File: config.mk
export PLATFORM = sky130hd
export DESIGN_NAME = tmr8_unit
export DESIGN_NICKNAME = d
export VERILOG_FILES = /design/src/rtl/tmr8_pkg.sv /design/src/rtl/tmr8_prescaler.sv /design/src/rtl/tmr8_extsync.sv /design/src/rtl/tmr8_counter.sv /design/src/rtl/tmr8_unit.sv
export SDC_FILE = /design/constraint.sdc
export NUM_CORES = 1
export LEC_CHECK = 0
export BUFFER_PORTS_ARGS = -buffer_cell sky130_fd_sc_hd__buf_2
export CORE_UTILIZATION = 48
export DETAILED_ROUTE_END_ITERATION = 7
export GPL_TIMING_DRIVEN = 0
export PLACE_DENSITY = 0.74
export SLEW_MARGIN = 15
export SYNTH_ARGS = -nofsm -noshare
export SYNTH_HDL_FRONTEND = slang
export SYNTH_SLANG_ARGS = --single-unit
export TNS_END_PERCENT = 100
File: constraint.sdc
create_clock -name clk -period 1.9 [get_ports clk]
set_input_delay 0.095 -clock clk [delete_from_list [all_inputs] [get_ports clk]]
set_output_delay 0.095 -clock clk [all_outputs]
set_load 0.02 [all_outputs]
File: src/rtl/tmr8_pkg.sv
package tmr8_pkg;
  typedef enum logic [2:0] {
    SEL_STOP     = 3'd0,
    SEL_CLK      = 3'd1,
    SEL_DIV8     = 3'd2,
    SEL_DIV64    = 3'd3,
    SEL_DIV256   = 3'd4,
    SEL_DIV1024  = 3'd5,
    SEL_EXT_FALL = 3'd6,
    SEL_EXT_RISE = 3'd7
  } clk_sel_e;

  localparam logic [1:0] ADDR_COUNT = 2'd0;
  localparam logic [1:0] ADDR_CTRL  = 2'd1;
  localparam logic [1:0] ADDR_MASK  = 2'd2;
  localparam logic [1:0] ADDR_FLAG  = 2'd3;
  localparam int OVF_BIT = 1;
  localparam int N_TAPS  = 4;

  // log2 of the divide ratio for each prescaler tap
  function automatic int tap_log(input int idx);
    case (idx)
      0:       tap_log = 3;
      1:       tap_log = 6;
      2:       tap_log = 8;
      default: tap_log = 10;
    endcase
  endfunction
endpackage

File: src/rtl/tmr8_prescaler.sv
module tmr8_prescaler
  import tmr8_pkg::*;
#(
  parameter int PRE_W = 10
) (
  input  logic              clk,
  input  logic              rst_n,
  output logic [N_TAPS-1:0] tap_pulse
);
  logic [PRE_W-1:0] pre_q;
  logic [PRE_W-1:0] pre_d;

  always_comb pre_d = pre_q + 1'b1;

  always_ff @(posedge clk or negedge rst_n) begin
    if (!rst_n) pre_q <= '0;
    else        pre_q <= pre_d;
  end

  // each tap pulses for one cycle when its low bits are all ones
  for (genvar g = 0; g < N_TAPS; g++) begin : g_tap
    localparam int L = tap_log(g);
    assign tap_pulse[g] = &pre_q[L-1:0];
  end
endmodule

File: src/rtl/tmr8_extsync.sv
module tmr8_extsync #(
  parameter int STAGES = 2
) (
  input  logic clk,
  input  logic rst_n,
  input  logic pin_i,
  output logic rise_o,
  output logic fall_o
);
  logic [STAGES-1:0] sync_q;
  logic [STAGES-1:0] sync_d;
  logic              prev_q;
  logic              lvl;

  always_comb begin
    sync_d = {sync_q[STAGES-2:0], pin_i};
    lvl    = sync_q[STAGES-1];
    rise_o = lvl & ~prev_q;
    fall_o = ~lvl & prev_q;
  end

  always_ff @(posedge clk or negedge rst_n) begin
    if (!rst_n) begin
      sync_q <= '0;
      prev_q <= 1'b0;
    end else begin
      sync_q <= sync_d;
      prev_q <= lvl;
    end
  end
endmodule

File: src/rtl/tmr8_counter.sv
module tmr8_counter #(
  parameter int CNT_W = 8
) (
  input  logic             clk,
  input  logic             rst_n,
  input  logic             load_i,
  input  logic [CNT_W-1:0] load_val_i,
  input  logic             tick_i,
  output logic [CNT_W-1:0] cnt_o,
  output logic             wrap_o
);
  localparam logic [CNT_W-1:0] CNT_MAX = '1;
  logic [CNT_W-1:0] cnt_q;
  logic [CNT_W-1:0] cnt_d;

  always_comb begin
    cnt_d  = cnt_q;
    wrap_o = 1'b0;
    if (load_i) begin
      cnt_d = load_val_i;
    end else if (tick_i) begin
      cnt_d  = cnt_q + 1'b1;
      wrap_o = (cnt_q == CNT_MAX);
    end
  end

  always_ff @(posedge clk or negedge rst_n) begin
    if (!rst_n) cnt_q <= '0;
    else        cnt_q <= cnt_d;
  end

  assign cnt_o = cnt_q;
endmodule

File: src/rtl/tmr8_unit.sv
module tmr8_unit
  import tmr8_pkg::*;
#(
  parameter int DATA_W      = 8,
  parameter int PRE_W       = 10,
  parameter int SYNC_STAGES = 2
) (
  input  logic              clk,
  input  logic              rst_n,
  input  logic [1:0]        addr,
  input  logic              wr_en,
  input  logic [DATA_W-1:0] wr_data,
  output logic [DATA_W-1:0] rd_data,
  input  logic              ext_pin,
  input  logic              glob_ie,
  input  logic              irq_ack,
  output logic              irq
);
  localparam int SEL_W = 3;

  logic [SEL_W-1:0]  ctrl_q, ctrl_d;
  logic              ie_q, ie_d;
  logic              flag_q, flag_d;
  logic [N_TAPS-1:0] taps;
  logic              ext_rise, ext_fall;
  logic              cnt_wr, cnt_tick, cnt_wrap;
  logic [DATA_W-1:0] cnt_q;
  logic              flag_wclr;
  clk_sel_e          sel;

  tmr8_prescaler #(.PRE_W(PRE_W)) u_pre (
    .clk(clk), .rst_n(rst_n), .tap_pulse(taps)
  );

  tmr8_extsync #(.STAGES(SYNC_STAGES)) u_sync (
    .clk(clk), .rst_n(rst_n), .pin_i(ext_pin),
    .rise_o(ext_rise), .fall_o(ext_fall)
  );

  tmr8_counter #(.CNT_W(DATA_W)) u_cnt (
    .clk(clk), .rst_n(rst_n), .load_i(cnt_wr), .load_val_i(wr_data),
    .tick_i(cnt_tick), .cnt_o(cnt_q), .wrap_o(cnt_wrap)
  );

  always_comb begin
    sel = clk_sel_e'(ctrl_q);
    case (sel)
      SEL_STOP:     cnt_tick = 1'b0;
      SEL_CLK:      cnt_tick = 1'b1;
      SEL_DIV8:     cnt_tick = taps[0];
      SEL_DIV64:    cnt_tick = taps[1];
      SEL_DIV256:   cnt_tick = taps[2];
      SEL_DIV1024:  cnt_tick = taps[3];
      SEL_EXT_FALL: cnt_tick = ext_fall;
      SEL_EXT_RISE: cnt_tick = ext_rise;
      default:      cnt_tick = 1'b0;
    endcase
  end

  always_comb begin
    cnt_wr    = wr_en && (addr == ADDR_COUNT);
    flag_wclr = wr_en && (addr == ADDR_FLAG) && wr_data[OVF_BIT];
    ctrl_d    = ctrl_q;
    ie_d      = ie_q;
    if (wr_en && addr == ADDR_CTRL) ctrl_d = wr_data[SEL_W-1:0];
    if (wr_en && addr == ADDR_MASK) ie_d = wr_data[OVF_BIT];
    // a wrap in the same cycle as a clear leaves the flag set
    if (cnt_wrap)                     flag_d = 1'b1;
    else if (irq_ack || flag_wclr)    flag_d = 1'b0;
    else                              flag_d = flag_q;
  end

  always_ff @(posedge clk or negedge rst_n) begin
    if (!rst_n) begin
      ctrl_q <= '0;
      ie_q   <= 1'b0;
      flag_q <= 1'b0;
    end else begin
      ctrl_q <= ctrl_d;
      ie_q   <= ie_d;
      flag_q <= flag_d;
    end
  end

  always_comb begin
    rd_data = '0;
    case (addr)
      ADDR_COUNT: rd_data = cnt_q;
      ADDR_CTRL:  rd_data[SEL_W-1:0] = ctrl_q;
      ADDR_MASK:  rd_data[OVF_BIT] = ie_q;
      default:    rd_data[OVF_BIT] = flag_q;
    endcase
    irq = glob_ie & ie_q & flag_q;
  end
endmodule

# Word level (Yosys, flattened, before mapping)
# Cells that the tools add are included.
# word_totals
elab_cells	51
mem_count	0
latchBits	0
input_bits	16
mem_bits_ro	0
ff_bits	26
out_inout_bits	9
ram_bits	0
# op_classes
shifts	0
n_mul	0
addsub	2
n_bitwise	6
n_div	0
order_cmp	0
n_mux	11
n_reduce_logical	14
eq_ne	11
# ops
operator	count
$mux W8	2
$eq A3 B3 Y1 const B	4
$add A10 B1 Y10 const B	1
$reduce_and A10 Y1	1
$add A8 B1 Y8 const B	1
$eq A8 B8 Y1 const B	1
$pmux W1 S8	1
$reduce_and A8 Y1	1
$eq A3 B2 Y1 const B	2
$reduce_and A6 Y1	1
$logic_and A1 B1 Y1	5
$mux W5	1
$and A1 B1 Y1	4
$eq A2 B2 Y1 const B	2
$mux W1	4
$pmux W1 S2	2
$reduce_bool A2 Y1	2
$eq A3 B1 Y1 const B	1
$logic_not A3 Y1	1
$pmux W1 S3	1
$reduce_and A3 Y1	1
$eq A2 B1 Y1 const B	1
$logic_not A2 Y1	1
$not A1 Y1	2
$logic_or A1 B1 Y1	1

# Longest topological paths before layout
# depth
ltp_word	6
mapped_depth	8
depth_no_buf	7

# Hierarchy
# Synthesis repeated with hierarchy kept, for this count alone.
# unflattened
cells_unflattened	129
hier_area_um2	1356.3
# modules_own_cells
module	area_per_inst_um2	cells_per_inst	instances	seq_area_each_um2
tmr8_counter	459.2	51	1	200.2
tmr8_prescaler	441.7	35	1	250.2
tmr8_unit	365.4	38	1	125.1
tmr8_extsync	90.1	5	1	75.1

# Worst setup path before layout
# OpenSTA, ideal clock, no wires.
# synth_timing
kind	reg2reg
startpoint	reg u_pre.pre_q[0]
endpoint	reg u_cnt.cnt_q[1], in the netlist u_cnt.cnt_o[1]
path_stages_with_launch	9
path_slack_ns	-0.023
period_less_slack_ns	1.923
arrival_time_ns	1.800
path_buffers	1
required_time_ns	1.778
setup_time_ns	0.122
path_cell_list	dfrtp_1 -> ha_1 -> ha_1 -> inv_1 -> o22ai_1 -> a222oi_1 -> buf_4 -> mux2i_1 -> o21ai_1
# synth_via
elab_chain_len	3
# synth_rtl
item	line_no	rtl
start, declared	tmr8_prescaler.sv:10	logic [PRE_W-1:0] pre_q;
start signal, assigned	tmr8_prescaler.sv:17	else pre_q <= pre_d;
$reduce_and A10 Y1, or another cell as far along	tmr8_prescaler.sv:23	assign tap_pulse[g] = &pre_q[L-1:0];
$pmux W1 S8 *	tmr8_unit.sv:47	case (sel)
$reduce_bool A2 Y1 (no source line) *	n/a	
end signal, assigned	tmr8_counter.sv:29	else cnt_q <= cnt_d;
end, declared	tmr8_counter.sv:13	logic [CNT_W-1:0] cnt_q;
# Mark *: on every way between the ends. The rest lies on a longest branch, timed or not.
# A chain may end at the register's enable or synchronous reset.

# Worst setup path in the final report
# layout_timing
startpoint	reg u_pre.pre_q[0]
endpoint	reg u_cnt.cnt_q[5], in the netlist u_cnt.cnt_o[5]
# The elaborated chain is that of the path after synthesis.

==> flow_summary_export.csv <==
group,metric,value,unit
cts,path_clk_slew,0.12,ns
sta,relSlewSlack,0.626,
placed_design,port-buffer-count,22,
setup_path,cpPeakStageDelay,0.53,ns
global_route,grt_max_degree,27,
cts,insertion_delay,0.31,ns
logic_synthesis,ys.warnings.count,0,
setup_path,slowest_stage,"or4_4",
die,die-height,53.9,µm
power_and_ir_drop,clockPowerShare,0.161,
logic_synthesis,synth_area_leaders,"dfrtp_1 (50%), nand3_1 (3.5%), xnor2_1 (3.4%)",
global_route,grt_usage,0.204,
sta,worst_slew_pin_slew,0.561,ns
die,core,2520,µm²
cts,cts_sinks,26,
power_and_ir_drop,combPwrFrac,0.294,
sta,setup_slack,-0.0556,ns
logic_synthesis,synth_ff_type,"dfrtp_1",
power_and_ir_drop,power.share.sequential,0.546,
die,rows,18,
power_and_ir_drop,switchingPower,477,µW
placed_design,globalplace.congestion,0.829,
logic_synthesis,netlist.area_leader.share,0.502,
sta,period_share,1.03,
logic_synthesis,synth_top_family_by_area,"simple AND/OR/NAND/NOR gates",
setup_path,cp.arrival,2.20,ns
final_layout,syn_to_final_growth,22.6,%
die,fp.dieW,53.9,µm
setup_path,cp_max_fo,4,
sta,final_hold_viol_count,0,
outcome,outcome,"finished, violations left",
logic_synthesis,yosysUniqueCellTypes,34,
route,wl,2610,µm
final_layout,diodes,0,
logic_synthesis,synth-edff-count,0,
sta,drv_slew,0,
logic_synthesis,netlist_instances,125,
setup_path,cp-end-kind,"flip-flop",
final_layout,finalNonFillerCells,188,
sta,skew,0.00425,ns
setup_path,worstSetupStartpointType,"flip-flop",
route,wl_per_cell,13.9,µm
logic_synthesis,synth.cell_area,1290,µm²
logic_synthesis,yosys.area_share.simple,0.215,
logic_synthesis,synth_xor_area_frac,0.0541,
setup_path,crit_family,"simple AND/OR/NAND/NOR gates",
setup_path,critPathRequiredTime,2.14,ns
logic_synthesis,synth-compound-area-share,0.0947,
route,antenna_left,0,
logic_synthesis,seq_area_frac_synth,0.502,
logic_synthesis,synth_nets,144,
setup_path,path_class,"flip-flop to flip-flop",
die,io-pin-count,25,
route,drc,0,
power_and_ir_drop,total_power,1370,µW
power_and_ir_drop,internal_power,898,µW
logic_synthesis,synthMuxAreaShare,0.0754,
global_route,grt-ovfl-total,0,
global_route,antenna_found_initial,0,
outcome,violations,"negative setup slack",
cts,cts_root_buffer,"clkbuf_4",
sta,setup_viol,4,
route,vias,1034,
logic_synthesis,postSynth.asyncResetShare,1.00,
setup_path,path_common_cell,"ha_4",
global_route,grt_pass1_wl,4150,µm
setup_path,cp_num_buf_inv,2,
sta,max_freq,511,MHz
power_and_ir_drop,ir_drop,0.683,mV
cts,htreeDepth,1,
route,first_pass_iters,4,
logic_synthesis,synth.avg_cell_area,10.4,µm²
setup_path,cp_cell_sequence,"ha_4, ha_4, inv_2, o22ai_2, a222oi_1, buf_4, or4_4, a31oi_4",
cts,cts_buffer_depth,2,
placed_design,dp_cells,177,
hold_path,min_path_type,"primary input to flip-flop",
final_layout,drive_above_1_share,0.272,
cts,cts_tree,"done",
cts,numCtsBuffers,3,
power_and_ir_drop,swShare,0.347,
logic_synthesis,synthAdderAreaFrac,0.0290,
logic_synthesis,synth_seq_cells,26,
final_layout,nets,179,
route,first_iter_violations,28,
power_and_ir_drop,p_leak,0.000723,µW
die,fp.dieArea,2910,µm²
sta,rsz0062_at_grt,"yes",
sta,period_needed,1.96,ns
route,drt-vias-per-instance,5.50,
power_and_ir_drop,p_per_area,866,nW/µm²
final_layout,final_util,0.629,
placed_design,place_hpwl,1880,µm
die,initial_utilization,0.513,
logic_synthesis,yosys.area.top_type,"dfrtp_1",
flow_run,drv_cap,0,
global_route,grt_pass1_vias,961,
[worst reg2reg max path, stage by stage (launching register included)]
cell	delay (ns)
dfrtp_1	0.44
ha_4	0.18
ha_4	0.12
inv_2	0.03
o22ai_2	0.12
a222oi_1	0.11
buf_4	0.18
or4_4	0.53
a31oi_4	0.19
[flip-flops by register name (all words and copies together), names as in the netlist]
| name | flops |
|---|---|
| u_cnt.cnt_o | 8 |
| u_sync.prev_q | 1 |
| u_pre.pre_q | 10 |
| ctrl_q | 3 |
| u_sync.sync_q | 2 |
| ie_q | 1 |
| flag_q | 1 |
[layout make-up]
class,count,area [µm²]
well taps,30,37.5
inverters,5,18.8
repair buffers,30,183
flip-flops and latches,26,651
multi-input cells,90,657
fillers,217,935
plain buffers,4,18.8
clock buffers,3,22.5
[metrics by stage]
step	hold WS, ns	cell area (µm²)	worst slack (ns)	TNS, ns
after CTS	0.00931	1550	-0.0457	-0.106
after global placement	0.113	1440	-0.299	-2.06
after floorplan	-0.201	1290	0.00351	0
after global routing	0.0181	1590	-0.144	-0.735
after detailed placement	0.119	1440	-0.333	-2.34
final	0.0197	1590	-0.0556	-0.0965
[kinds of logic (layout without fill, tap and decap cells)]
kind of cell / count (synthesis) / count (layout)
adder cells (fa/ha/maj): 3 / 3
AND/OR/NAND/NOR: 52 / 52
AO/OA/AOI/OAI: 19 / 19
multiplexers: 8 / 8
XOR/XNOR: 8 / 8
flip-flops: 26 / 26
buffers and inverters: 9 / 42
[cell usage after synthesis (all sizes together) (3+ instances only)]
library cell / number
a31oi: 5
and2: 5
and3: 5
clkbuf: 3
dfrtp: 26
ha: 3
inv: 5
mux2: 4
mux2i: 3
nand2: 9
nand3: 9
nor2: 11
o21ai: 5
or3: 3
or4: 3
xnor2: 5
xor2: 3
[repair_timing]
action,CTS,global route
pin swaps,9,6
endpoints found under the hold margin,27,0
setup endpoints to repair,9,8
hold buffers,2,0
setup buffers,4,2
resized for setup,8,3
[cell usage in the layout (no fill, tap or decap), types with 2 or more instances in the layout]
master / synthesis / layout
o21ai_1: 4 / 4
and3_1: 4 / 4
buf_2: 0 / 22
xnor2_1: 5 / 5
inv_1: 5 / 4
xor2_1: 3 / 3
o31ai_1: 2 / 2
nand3_1: 9 / 9
nand3b_1: 2 / 2
ha_4: 0 / 2
nand2_1: 9 / 9
nand4b_1: 2 / 2
or3_1: 3 / 3
buf_6: 0 / 2
mux2i_1: 3 / 3
clkbuf_1: 3 / 3
buf_4: 1 / 5
mux2_2: 3 / 3
nor2_1: 11 / 11
clkbuf_4: 0 / 3
a31oi_1: 5 / 4
or4_1: 3 / 2
dfrtp_1: 26 / 26
dlygate4sd3_1: 0 / 2
and2_1: 5 / 5
[worst paths after layout]
path	slack (ns)	start	end	cells after the start
max	-0.06	u_pre.pre_q[0]	u_cnt.cnt_o[5]	8
min	0.02	irq_ack	flag_q	3
max reg2reg	-0.06	u_pre.pre_q[0]	u_cnt.cnt_o[5]	8
min reg2reg	0.38	u_sync.sync_q[0]	u_sync.sync_q[1]	0
max in group asynchronous	1.24	rst_n	u_pre.pre_q[5]	2
min in group asynchronous	0.29	rst_n	flag_q	2
[power by group through the flow]
stage / Clock [µW] / Sequential [µW] / Combinational, µW
detailed placement: 0 / 756 / 368
global route: 255 / 763 / 451
CTS: 229 / 745 / 389
global placement: 0 / 750 / 356
floorplan: 0 / 722 / 274
finish: 221 / 750 / 404
[layer usage]
layer  share of wire  global-route usage  vias up
met3           0.039              0.0367        5
met5               0                   0        -
met1            0.45               0.264      491
met4           0.012              0.0965        0
li1                -                   -      516
met2            0.50               0.329       22
(Power assumes the default switching activity.)
